[config.mk]
export PLATFORM = sky130hd
export DESIGN_NAME = bkpt_qualifier
export DESIGN_NICKNAME = d
export VERILOG_FILES = /design/src/rtl/bkpt_pkg.sv /design/src/rtl/bkpt_mode_decode.sv /design/src/rtl/bkpt_addr_cmp.sv /design/src/rtl/bkpt_qualifier.sv
export SDC_FILE = /design/constraint.sdc
export NUM_CORES = 1
export LEC_CHECK = 0
export ABC_AREA = 1
export BUFFER_PORTS_ARGS = -buffer_cell sky130_fd_sc_hd__buf_2
export CORE_MARGIN = 2
export CORE_UTILIZATION = 36
export DETAILED_ROUTE_END_ITERATION = 12
export GPL_TIMING_DRIVEN = 0
export MAX_ROUTING_LAYER = met4
export PLACE_DENSITY = 0.8
export SYNTH_ARGS = -nofsm -noshare
export SYNTH_HDL_FRONTEND = slang
export SYNTH_SLANG_ARGS = --single-unit
[constraint.sdc]
create_clock -name clk -period 0.8 [get_ports clk]
set_input_delay 0.04 -clock clk [delete_from_list [all_inputs] [get_ports clk]]
set_output_delay 0.04 -clock clk [all_outputs]
set_load 0.005 [all_outputs]
[src/rtl/bkpt_pkg.sv]
package bkpt_pkg;

    typedef enum logic [1:0] {
        SEL_EXEC_FETCH = 2'b00,
        SEL_PROG_BUS   = 2'b01,
        SEL_DATA_BUS   = 2'b10,
        SEL_RESERVED   = 2'b11
    } bkpt_sel_e;

    // Which transaction classes are armed in the current mode
    typedef struct packed {
        logic exec_fetch;  // first word of an executed instruction only
        logic any_fetch;   // every program fetch
        logic p_rd;        // program-bus non-fetch read
        logic p_wr;        // program-bus write
        logic d_rd;        // data bus read
        logic d_wr;        // data bus write
    } bkpt_watch_t;

    typedef struct packed {
        logic trig;
    } bkpt_state_t;

    localparam int unsigned NBUS = 2;
    localparam int unsigned BUS_PROG = 0;
    localparam int unsigned BUS_DATA = 1;

endpackage

[src/rtl/bkpt_mode_decode.sv]
module bkpt_mode_decode
    import bkpt_pkg::*;
(
    input  logic [1:0]  sel_i,
    input  logic [1:0]  en_i,
    output bkpt_watch_t watch_o,
    output logic        any_en_o
);

    always_comb begin
        watch_o  = '0;
        any_en_o = (en_i != 2'b00);
        if (any_en_o) begin
            unique case (bkpt_sel_e'(sel_i))
                SEL_EXEC_FETCH: begin
                    // only enable 10 is defined here
                    watch_o.exec_fetch = (en_i == 2'b10);
                end
                SEL_PROG_BUS: begin
                    watch_o.any_fetch = 1'b1;
                    watch_o.p_wr      = en_i[0];
                    watch_o.p_rd      = en_i[1];
                end
                SEL_DATA_BUS: begin
                    watch_o.d_wr = en_i[0];
                    watch_o.d_rd = en_i[1];
                end
                default: begin
                    watch_o = '0;
                end
            endcase
        end
    end

endmodule

[src/rtl/bkpt_addr_cmp.sv]
module bkpt_addr_cmp #(
    parameter int unsigned AW = 16
) (
    input  logic          valid_i,
    input  logic [AW-1:0] addr_i,
    input  logic [AW-1:0] ref_i,
    output logic          hit_o
);

    always_comb begin
        hit_o = valid_i && (addr_i == ref_i);
    end

endmodule

[src/rtl/bkpt_qualifier.sv]
module bkpt_qualifier
    import bkpt_pkg::*;
#(
    parameter int unsigned AW = 16
) (
    input  logic          clk,
    input  logic          rst_n,
    input  logic [1:0]    sel_i,
    input  logic [1:0]    en_i,
    input  logic [AW-1:0] bp_addr_i,
    input  logic          pab_valid_i,
    input  logic [AW-1:0] pab_addr_i,
    input  logic          pab_fetch_i,
    input  logic          pab_first_i,
    input  logic          pab_exec_i,
    input  logic          pab_write_i,
    input  logic          xa_valid_i,
    input  logic [AW-1:0] xa_addr_i,
    input  logic          xa_write_i,
    output logic          trig_o,
    output logic          glob_en_o
);

    bkpt_watch_t watch;
    logic        any_en;
    logic [AW-1:0] bus_addr [NBUS];
    logic [NBUS-1:0] bus_valid;
    logic [NBUS-1:0] bus_hit;
    bkpt_state_t st_d, st_q;

    bkpt_mode_decode u_dec (
        .sel_i    (sel_i),
        .en_i     (en_i),
        .watch_o  (watch),
        .any_en_o (any_en)
    );

    always_comb begin
        bus_addr[BUS_PROG]  = pab_addr_i;
        bus_addr[BUS_DATA]  = xa_addr_i;
        bus_valid[BUS_PROG] = pab_valid_i;
        bus_valid[BUS_DATA] = xa_valid_i;
    end

    for (genvar b = 0; b < NBUS; b++) begin : g_cmp
        bkpt_addr_cmp #(.AW(AW)) u_cmp (
            .valid_i (bus_valid[b]),
            .addr_i  (bus_addr[b]),
            .ref_i   (bp_addr_i),
            .hit_o   (bus_hit[b])
        );
    end

    always_comb begin
        logic p_ok;
        logic d_ok;
        p_ok = (watch.exec_fetch && pab_fetch_i && pab_first_i && pab_exec_i)
             || (watch.any_fetch && pab_fetch_i)
             || (watch.p_rd && !pab_fetch_i && !pab_write_i)
             || (watch.p_wr && !pab_fetch_i && pab_write_i);
        d_ok = (watch.d_rd && !xa_write_i) || (watch.d_wr && xa_write_i);
        st_d      = st_q;
        st_d.trig = (bus_hit[BUS_PROG] && p_ok) || (bus_hit[BUS_DATA] && d_ok);
    end

    always_ff @(posedge clk or negedge rst_n) begin
        if (!rst_n) begin
            st_q <= '0;
        end else begin
            st_q <= st_d;
        end
    end

    assign trig_o    = st_q.trig;
    assign glob_en_o = any_en;

endmodule

Word level (Yosys, flattened, before mapping):

Cells that the tools add are included.

* word-level logic and storage cells: 34
* input port bits: 61
* flip-flop bits (word level): 1
* output and inout bits: 2

* eq/ne operators: 5
* reductions and logical operators: 24
* multiplexer cells: 4

Operators with widths (count)
* equality test 16 bit: 2
* logical AND 1 bit: 14
* two-way mux 6 bit: 1
* logical OR 1 bit: 5
* equality test 2 bit (second input constant): 2
* logical NOT 1 bit: 3
* two-way mux 3 bit: 1
* equality test 2 x 1 -> 1 bit (second input constant): 1
* logical NOT 2 bit: 1
* two-way mux 2 bit: 1
* nonzero test 2 bit: 1
* two-way mux 1 bit: 1

Depth between registers and ports, before layout:

Gate-level depths: netlist of the first run.

* word-level depth: 11
* depth in mapped cells: 10
* gate-level depth less buffers: 10

Cells and area by module:

A second synthesis of the first run with hierarchy kept.

* cells, all modules: 156
* area, all modules: 694.4 sq um

By module, submodules not included
* bkpt_addr_cmp: times used 2, cells each 63, sequential area each 0.0 sq um, area each 275.3 sq um
* bkpt_qualifier: times used 1, cells each 14, sequential area each 25.0 sq um, area each 81.3 sq um
* bkpt_mode_decode: times used 1, cells each 16, sequential area each 0.0 sq um, area each 62.6 sq um

Worst setup path after synthesis of the first run:

No wires, ideal clock.

* path kind: in2reg
* from: in bp_addr_i[14]
* to: reg st_q, in the netlist trig_o
* stages: 6
* data required time: 0.684 ns
* path buffers: 0
* path slack: 0.190 ns
* library setup time: 0.116 ns
* arrival time: 0.494 ns
* path through: inv_1 > or2_0 > nand3_1 > nor2_2 > nand3_1 > nand2_1

* longest elaborated chain between the ends: 4
* elaborated cells on any way between the ends: 7
* classes of those cells: 2 x eq/ne; 5 x reduce/logical

Ends and longest elaborated chain
* start, declared: line bkpt_qualifier.sv:10 `input logic [AW-1:0] bp_addr_i,`
* equality test 16 bit: line bkpt_addr_cmp.sv:11 `hit_o = valid_i && (addr_i == ref_i);`
* logical AND 1 bit: line bkpt_addr_cmp.sv:11
* logical AND 1 bit: line bkpt_qualifier.sv:63 `st_d.trig = (bus_hit[BUS_PROG] && p_ok) || (bus_hit[BUS_DATA] && d_ok);`
* logical OR 1 bit *: line bkpt_qualifier.sv:63
* named net st_d: line bkpt_qualifier.sv:29 `bkpt_state_t st_d, st_q;`
* end signal, assigned: line bkpt_qualifier.sv:70 `st_q <= st_d;`
* end, declared: line bkpt_qualifier.sv:29

The timed path passes the listed nets; every way through them passes the cells marked *.

Worst setup path in the final report of the first run:

* from: in en_i[0]
* to: reg st_q, in the netlist trig_o

* longest elaborated chain between the ends: 11
* elaborated cells on any way between the ends: 23
* classes of those cells: 1 x eq/ne; 4 x mux; 18 x reduce/logical

Ends and longest elaborated chain
* start, declared: line bkpt_qualifier.sv:9 `input logic [1:0] en_i,`
* equality test 2 bit: line bkpt_mode_decode.sv:17 `watch_o.exec_fetch = (en_i == 2'b10);`
* two-way mux 1 bit: line bkpt_mode_decode.sv:14 `unique case (bkpt_sel_e'(sel_i))`
* two-way mux 6 bit *: line bkpt_mode_decode.sv:13 `if (any_en_o) begin`
* logical AND 1 bit (3 in a row): line bkpt_qualifier.sv:57 `p_ok = (watch.exec_fetch && pab_fetch_i && pab_first_i && pab_exec_i)`
* logical OR 1 bit: line bkpt_qualifier.sv:58 `|| (watch.any_fetch && pab_fetch_i)`
* logical OR 1 bit: line bkpt_qualifier.sv:59 `|| (watch.p_rd && !pab_fetch_i && !pab_write_i)`
* logical OR 1 bit: line bkpt_qualifier.sv:60 `|| (watch.p_wr && !pab_fetch_i && pab_write_i);`
* logical AND 1 bit: line bkpt_qualifier.sv:63
* logical OR 1 bit *: line bkpt_qualifier.sv:63
* named net st_d: line bkpt_qualifier.sv:29

Marks and branches as above.

==> results.json, run 1 <==
{
  "result_of_the_run": "finished, final reports clean",
  "grtUsageTotal": 0.159,
  "max_clock_freq_ghz": 1.27,
  "critPathKind": "in2reg",
  "drcViolationCount": 0,
  "floorplan.die.width_um": 46.6,
  "antenna_violating_nets_post_route": 0,
  "drt-total-wl_um": 1870,
  "drive_above_1_share": 0.410,
  "core.rowCount": 15,
  "mappedNetlistArea_sq_um": 654,
  "peakVddDrop_mv": 0.238,
  "start_util": 0.379,
  "ys_seq_area_frac": 0.0382,
  "final_worst_slack_ns": 0.0122,
  "num_antenna_cells": 0,
  "die_area_sq_mm": 0.00217,
  "holdWs_ns": 0.351,
  "worst-path-stages": 8,
  "fin_tns_setup_ns": 0,
  "ios": 63,
  "placement.io_buffers": 62,
  "critical-path-top-cell-by-count": "sky130_fd_sc_hd__nand2_1",
  "dp_slack_ns": -0.0238,
  "syn-num-nets": 198,
  "gate_count_after_technology_mapping": 137,
  "viasPerCell": 4.24,
  "timing_worst_slew_pin_value_ns": 0.182,
  "type_of_the_worst_min_delay_path": "in2async",
  "total_leakage_power_uw": 0.000665,
  "final_hold_viol_count": 0,
  "mean_area_per_synthesized_cell_sq_um": 4.78,
  "gr-total-overflow": 0,
  "critical_path.n_buffers_inverters": 2,
  "yosys_most_used_dff": "sky130_fd_sc_hd__dfrtp_1",
  "synth_enable_flop_cells": 0,
  "dpl.hpwl_um": 1710,
  "finalCriticalPeriod_ns": 0.788,
  "cts.clk_slew.worst_paths_ns": 0,
  "synthDistinctLibCells": 19,
  "yosys_warnings": 0,
  "num_vias": 955,
  "drt-pass1-iter-count": 4,
  "cp_data_arrival_time_ns": 0.67,
  "power_uw": 517,
  "critical_path.endpoint_type": "flop",
  "grt_start_max_net_pins": 5,
  "antenna_violations_before_repair": 0,
  "layout.nets": 263,
  "grt_pass1_wl_um": 2590,
  "floorplan.core_area_sq_mm": 0.00173,
  "gpl.final_weighted_congestion": 0.801,
  "final-max-slew-violation-count": 0,
  "cp_max_fo": 3,
  "timing.critical_path.from_type": "primary input",
  "worst_path_largest_cell_delay_ns": 0.15,
  "ys_ff_latch": 1,
  "first_global_vias": 756,
  "areaGrowthSynthToFinish_pct": 62.7,
  "post_drt_wl_per_cell_um": 8.30,
  "slowest_stage": "sky130_fd_sc_hd__nor3b_2",
  "timing.max_cap.violations": 0,
  "cpLargestDelayFamily": "simple AND/OR/NAND/NOR gates",
  "rsz_0062_raised_after_global_routing": "true",
  "slew-limit-headroom": 0.879,
  "die_height_um": 46.6,
  "proportion_of_register_bits_with_asynchronous_set_or_reset_after_synthesis": 1.00,
  "detail_route.iter0.violations": 10,
  "timing.critical_path.required_ns": 0.68,
  "setup_viol": 0,
  "final_min_period_over_clock_period": 0.985,
  "timing.critical_path.cells": "buf_2 > inv_2 > nand2_1 > nor3b_2 > a21oi_2 > nor2_1 > nand2_1 > nand2_1",
  "power.density_mw_per_mm2": 485,
  "post_cts.repair.setup_buffers": 0,
  "largest_reg_flops": 1
}
## layer usage
layer / wire length [um] / track usage / vias to the layer above
li1: - / - / 530
met1: 746 / 0.180 / 382
met2: 949 / 0.322 / 43
met3: 171 / 0.00784 / 0
met4: 0 / 0 / 0
met5: 0 / - / -
## layout by cell type, fill, tap and decap left out, drive strengths merged
| cell | instances |
|---|---|
| buf | 62 |
| nand2 | 47 |
| inv | 32 |
| nor2 | 22 |
| o21ai | 9 |
| xor2 | 8 |
| xnor2 | 6 |
| nand3 | 5 |
| a21oi | 2 |
| nand4 | 1 |
| nor3b | 1 |
| or2 | 1 |
| clkinv | 1 |
| nor3 | 1 |
| dlygate4sd3 | 1 |
| dfrtp | 1 |
## metrics by stage
| step | area (sq um) | util | std cells |
|---|---|---|---|
| after floorplan | 654 | - | 137 |
| after global placement | 996 | 0.577 | 224 |
| final | 1060 | 0.617 | 225 |
| after CTS | 1010 | 0.584 | 225 |
| after global routing | 1060 | 0.617 | 225 |
| after detailed placement | 996 | 0.577 | 224 |
## worst max-delay path by stage
stage                    from     end
2_1_floorplan   bp_addr_i[14]  trig_o
3_3_place_gp         sel_i[1]  trig_o
3_5_place_dp          en_i[1]  trig_o
4_1_cts          bp_addr_i[3]  trig_o
5_1_grt        pab_addr_i[14]  trig_o
6_report              en_i[0]  trig_o
## layout make-up
class / count / area (sq um)
Fill cell: 184 / 662
Inverter: 33 / 124
Multi-Input combinational cell: 103 / 518
Sequential cell: 1 / 25.0
Tap cell: 25 / 31.3
Timing Repair Buffer: 63 / 367
## synthesized netlist by cell type (2+ instances only)
master | count | share of area
sky130_fd_sc_hd__inv_2 | 2 | 0.011
sky130_fd_sc_hd__inv_1 | 30 | 0.17
sky130_fd_sc_hd__nor2_2 | 2 | 0.019
sky130_fd_sc_hd__nand3_1 | 4 | 0.031
sky130_fd_sc_hd__xnor2_1 | 6 | 0.080
sky130_fd_sc_hd__xor2_1 | 8 | 0.11
sky130_fd_sc_hd__o21ai_1 | 7 | 0.054
sky130_fd_sc_hd__o21ai_0 | 2 | 0.015
sky130_fd_sc_hd__nor2_1 | 20 | 0.11
sky130_fd_sc_hd__nand2_1 | 47 | 0.27
## where the power goes
group	internal, uW	total [uW]	leakage (uW)	switching (uW)
clock	0	0	0	0
sequential	51.5	51.5	0.0000140	0.000162
combinational	246	465	0.000651	219
## cells by family after synthesis
logic type             synth area share
AND/OR/NAND/NOR                   0.495
buffers and inverters             0.189
AO/OA/AOI/OAI                    0.0899
flip-flops                       0.0382
XOR/XNOR                          0.187
## repair_timing
item / CTS / global route
endpoints found under the hold margin: 1 / 0
setup endpoints to repair: 1 / 1
resized for setup: 1 / 22
pin swaps: 1 / 20
hold buffers: 1 / 0
Note: power is estimated with default switching activity, not from simulation.
==> inputs of run 2 (changes only) <==
--- a/config.mk
+++ b/config.mk
@@ -10,7 +10,6 @@
 export CORE_MARGIN = 2
 export CORE_UTILIZATION = 36
 export DETAILED_ROUTE_END_ITERATION = 12
-export GPL_TIMING_DRIVEN = 0
 export MAX_ROUTING_LAYER = met4
 export PLACE_DENSITY = 0.8
 export SYNTH_ARGS = -nofsm -noshare
==> run 2 against run 1 <==
The run now ends with setup timing left. Flip-flop and latch count stayed put. Maximum frequency is 2.1% lower. Total power is 6.7% higher. Sequential share of layout area is 0.10 points lower. Via count stayed put. Critical path depth stayed put. Worst setup slack worse by 0.017 ns. Wire length is 13% higher. Cell count stayed put. Critical path type unchanged. Largest power group unchanged. Highest routed layer unchanged.
==> results.json, run 2 (synthesis results as in run 1) <==
{
  "die_height_um": 46.6,
  "dpl.hpwl_um": 1810,
  "areaGrowthSynthToFinish_pct": 70.2,
  "first_global_vias": 829,
  "post_route_utilization": 0.645,
  "fin_tns_setup_ns": -0.00432,
  "drive_above_1_share": 0.455,
  "layout.nets": 263,
  "final_hold_viol_count": 0,
  "dp_slack_ns": 0.00416,
  "gpl.final_weighted_congestion": 0.832,
  "peakVddDrop_mv": 0.267,
  "floorplan.core_area_sq_mm": 0.00173,
  "setup_viol": 1,
  "final-max-slew-violation-count": 0,
  "placement.io_buffers": 62,
  "post_drt_wl_per_cell_um": 9.34,
  "timing.critical_path.required_ns": 0.68,
  "slew-limit-headroom": 0.859,
  "detail_route.iter0.violations": 4,
  "type_of_the_worst_min_delay_path": "in2out",
  "cp_max_fo": 3,
  "finalCriticalPeriod_ns": 0.804,
  "final_common_cell": "sky130_fd_sc_hd__buf_2",
  "gr-total-overflow": 0,
  "grt_start_max_net_pins": 5,
  "grtUsageTotal": 0.187,
  "die_area_sq_mm": 0.00217,
  "viasPerCell": 4.24,
  "floorplan.die.width_um": 46.6,
  "drt-total-wl_um": 2100,
  "violations": "setup timing",
  "final_worst_slack_ns": -0.00432,
  "result_of_the_run": "finished with violations",
  "timing.max_cap.violations": 0,
  "most-common-layout-cells": "49 x sky130_fd_sc_hd__buf_2, 39 x sky130_fd_sc_hd__nand2_1, 19 x sky130_fd_sc_hd__inv_1, 18 x sky130_fd_sc_hd__nor2_1, 13 x sky130_fd_sc_hd__inv_2",
  "drcViolationCount": 0,
  "num_vias": 955,
  "final_min_period_over_clock_period": 1.01,
  "max_clock_freq_ghz": 1.24,
  "critPathKind": "in2reg",
  "largest_reg_flops": 1,
  "fillerInstances": 192,
  "cts.clk_slew.worst_paths_ns": 0,
  "power.density_mw_per_mm2": 495,
  "total_leakage_power_uw": 0.000674,
  "num_antenna_cells": 0,
  "start_util": 0.379,
  "rsz_0062_raised_after_global_routing": "true",
  "antenna_violations_before_repair": 0,
  "antenna_violating_nets_post_route": 0,
  "timing_worst_slew_pin_value_ns": 0.210,
  "drt-pass1-iter-count": 4,
  "critical_path.endpoint_type": "flop",
  "cp_data_arrival_time_ns": 0.69,
  "ios": 63,
  "timing.critical_path.from_type": "primary input",
  "core.rowCount": 15,
  "grt_pass1_wl_um": 2990
}
==> run 2: final timing paths <==
path	start	to	slack, ns	cells past startpoint
hold / removal	en_i[0]	glob_en_o	0.37	4
max in group asynchronous	rst_n	trig_o	0.34	2
setup / recovery	en_i[0]	trig_o	-0.004	8
min in group asynchronous	rst_n	trig_o	0.38	2
==> run 2: per-stage QoR <==
stage	total power (uW)	cells	area, sq um	hold WS [ns]
after detailed placement	484	224	996	-0.183
after floorplan	264	137	654	-0.256
after global routing	612	225	1110	0.398
final	551	225	1110	0.370
after CTS	490	225	1010	0.368
after global placement	471	224	996	-0.185
==> run 2: power breakdown <==
part           total, uW  switching [uW]  internal (uW)
logic                500             235            265
clock network          0               0              0
registers           51.5        0.000176           51.5
total                551             235            317
==> run 2: repair_timing <==
item / 4_1_cts / 5_1_grt
hold buffers: 1 / 0
setup buffers: 0 / 0
hold endpoints to repair: 1 / 0
resized for setup: 0 / 37
endpoints found under the setup margin: 0 / 1
==> run 2: area by class of cell <==
| class | instances | area, sq um | area share |
|---|---|---|---|
| tap | 25 | 31.3 | 0.0281 |
| timing repair buffer | 63 | 398 | 0.357 |
| multi-input combinational | 103 | 536 | 0.481 |
| sequential | 1 | 25.0 | 0.0225 |
| inverter | 33 | 124 | 0.111 |
==> run 2: layer usage <==
metal	global-route usage	vias to the layer above	wire length (um)
met5	-	-	0
met4	0	0	0
met3	0.0157	0	194
met2	0.364	41	1140
met1	0.218	387	770
li1	-	527	-
==> run 2: critical path: stages <==
cell and delay [ns]:
sky130_fd_sc_hd__buf_2 0.12, sky130_fd_sc_hd__inv_2 0.06, sky130_fd_sc_hd__nand2_1 0.05, sky130_fd_sc_hd__nor3b_2 0.15, sky130_fd_sc_hd__a21oi_2 0.11, sky130_fd_sc_hd__nor2_1 0.05, sky130_fd_sc_hd__nand2_1 0.06, sky130_fd_sc_hd__nand2_1 0.05
==> inputs of run 3 (changes only) <==
--- a/config.mk
+++ b/config.mk
@@ -8,10 +8,11 @@
 export ABC_AREA = 1
 export BUFFER_PORTS_ARGS = -buffer_cell sky130_fd_sc_hd__buf_2
 export CORE_MARGIN = 2
-export CORE_UTILIZATION = 36
+export CORE_UTILIZATION = 37
+export CTS_BUF_LIST = sky130_fd_sc_hd__clkbuf_8
 export DETAILED_ROUTE_END_ITERATION = 12
 export MAX_ROUTING_LAYER = met4
-export PLACE_DENSITY = 0.8
+export PLACE_DENSITY = 0.82
 export SYNTH_ARGS = -nofsm -noshare
 export SYNTH_HDL_FRONTEND = slang
 export SYNTH_SLANG_ARGS = --single-unit
==> run 3 against run 2 <==
Global-route usage shrank 0.50 points. The flow still finishes with violations (setup timing). Utilization shrank 2.0 points. Cell count shrank 3.6%.
==> results.json, run 3 (synthesis results as in run 1) <==
{
  "result_of_the_run": "finished with violations",
  "violations": "setup timing",
  "power_uw": 514,
  "critPathKind": "in2reg",
  "type_of_the_worst_min_delay_path": "in2async",
  "grt_pass1_wl_um": 2890,
  "die_height_um": 46.1,
  "drt-pass1-iter-count": 4,
  "cell_area_after_layout_sq_mm": 0.00105,
  "areaGrowthSynthToFinish_pct": 61.2,
  "cp_max_fo": 2,
  "gr-total-overflow": 0,
  "drcViolationCount": 0,
  "detail_route.iter0.violations": 9,
  "layout.nets": 263,
  "holdWs_ns": 0.356,
  "power.density_mw_per_mm2": 487,
  "peakVddDrop_mv": 0.223,
  "dp_slack_ns": -0.00161,
  "placement.io_buffers": 62,
  "filler_free_cell_count_of_the_finished_design": 217,
  "timing.max_cap.violations": 0,
  "drt-total-wl_um": 1890,
  "grt_start_max_net_pins": 5,
  "post_drt_wl_per_cell_um": 8.72,
  "floorplan.core_area_sq_mm": 0.00169,
  "max_clock_freq_ghz": 1.23,
  "place_inst": 216,
  "num_antenna_cells": 0,
  "num_vias": 947,
  "timing.critical_path.from_type": "primary input",
  "drive_above_1_share": 0.390,
  "postPlaceCellArea_sq_um": 986,
  "final-max-slew-violation-count": 0,
  "total_leakage_power_uw": 0.000667,
  "final_common_cell": "sky130_fd_sc_hd__buf_2",
  "finalCriticalPeriod_ns": 0.812,
  "critical_path.endpoint_type": "flop",
  "timing.critical_path.required_ns": 0.73,
  "die_area_sq_mm": 0.00212,
  "dpl.hpwl_um": 1720,
  "final_hold_viol_count": 0,
  "antenna_violations_before_repair": 0,
  "final_worst_slack_ns": -0.0115,
  "first_global_vias": 823,
  "grtUsageTotal": 0.182,
  "ios": 63,
  "rsz_0062_raised_after_global_routing": "true",
  "post_cts.repair.setup_buffers": 0,
  "setup_viol": 1,
  "slew-limit-headroom": 0.886,
  "cts.clk_slew.worst_paths_ns": 0,
  "timing_worst_slew_pin_value_ns": 0.169,
  "start_util": 0.387,
  "final_min_period_over_clock_period": 1.01,
  "most-common-layout-cells": "54 x sky130_fd_sc_hd__buf_2, 44 x sky130_fd_sc_hd__nand2_1, 25 x sky130_fd_sc_hd__inv_1, 19 x sky130_fd_sc_hd__nor2_1, 8 x sky130_fd_sc_hd__xor2_1",
  "antenna_violating_nets_post_route": 0,
  "floorplan.die.width_um": 46.1,
  "cp_data_arrival_time_ns": 0.75,
  "gpl.final_weighted_congestion": 0.861,
  "largest_reg_flops": 1,
  "core.rowCount": 15,
  "viasPerCell": 4.36
}
-- run 3: cell types whose count changed in the layout (fill, tap and decap cells not counted), moves of 5 or more --
| cell | delta |
|---|---|
| sky130_fd_sc_hd__buf_6 | -5 |
| sky130_fd_sc_hd__nand2_2 | -5 |
| sky130_fd_sc_hd__inv_2 | -7 |
| sky130_fd_sc_hd__buf_2 | +5 |
| sky130_fd_sc_hd__nand2_1 | +5 |
| sky130_fd_sc_hd__inv_1 | +6 |
-- run 3: layout make-up --
class | instances | area (sq um)
fill | 175 | 634
inverter | 33 | 126
multi-input combinational | 103 | 515
sequential | 1 | 25.0
tap | 17 | 21.3
timing repair buffer | 63 | 367
-- run 3: worst max-delay path, cell delays in order --
cell	delay, ns
sky130_fd_sc_hd__buf_4	0.12
sky130_fd_sc_hd__nand2_2	0.07
sky130_fd_sc_hd__nand2_2	0.05
sky130_fd_sc_hd__inv_2	0.04
sky130_fd_sc_hd__nand2_1	0.04
sky130_fd_sc_hd__nor2_1	0.11
sky130_fd_sc_hd__nand2_1	0.07
sky130_fd_sc_hd__nor2_2	0.10
sky130_fd_sc_hd__nand2_1	0.05
sky130_fd_sc_hd__nand2_1	0.06
-- run 3: power by group --
part / switching [uW] / internal (uW) / total [uW]
combinational: 217 / 246 / 463
sequential: 0.000186 / 51.5 / 51.5
clock: 0 / 0 / 0
-- run 3: routing by layer --
metal  up-vias  global-route usage  routed length (um)
li1        528                   -                   -
met1       374               0.218                 793
met2        43               0.356                 950
met3         2                   0                 135
met4         0                   0                  13
met5         -                   -                   0
-- run 3: what timing repair did --
item	4_1_cts	5_1_grt
pin swaps	3	12
setup endpoints to repair	1	1
hold buffers	1	0
gates resized for setup	3	16
hold endpoints to repair	1	0
-- run 3: worst paths after layout --
kind,start,end,slack (ns),cells past startpoint
setup / recovery,bp_addr_i[14],trig_o,-0.01,10
hold / removal,rst_n,trig_o,0.36,2
max in group asynchronous,rst_n,trig_o,0.36,2
min in group clk,en_i[0],glob_en_o,0.38,4
-- run 3: metrics by stage --
step                      setup TNS [ns]   util
after global routing              -0.108  0.624
after floorplan                        0      -
after global placement                 0  0.584
after detailed placement        -0.00161  0.584
after CTS                              0  0.591
final                            -0.0115  0.624
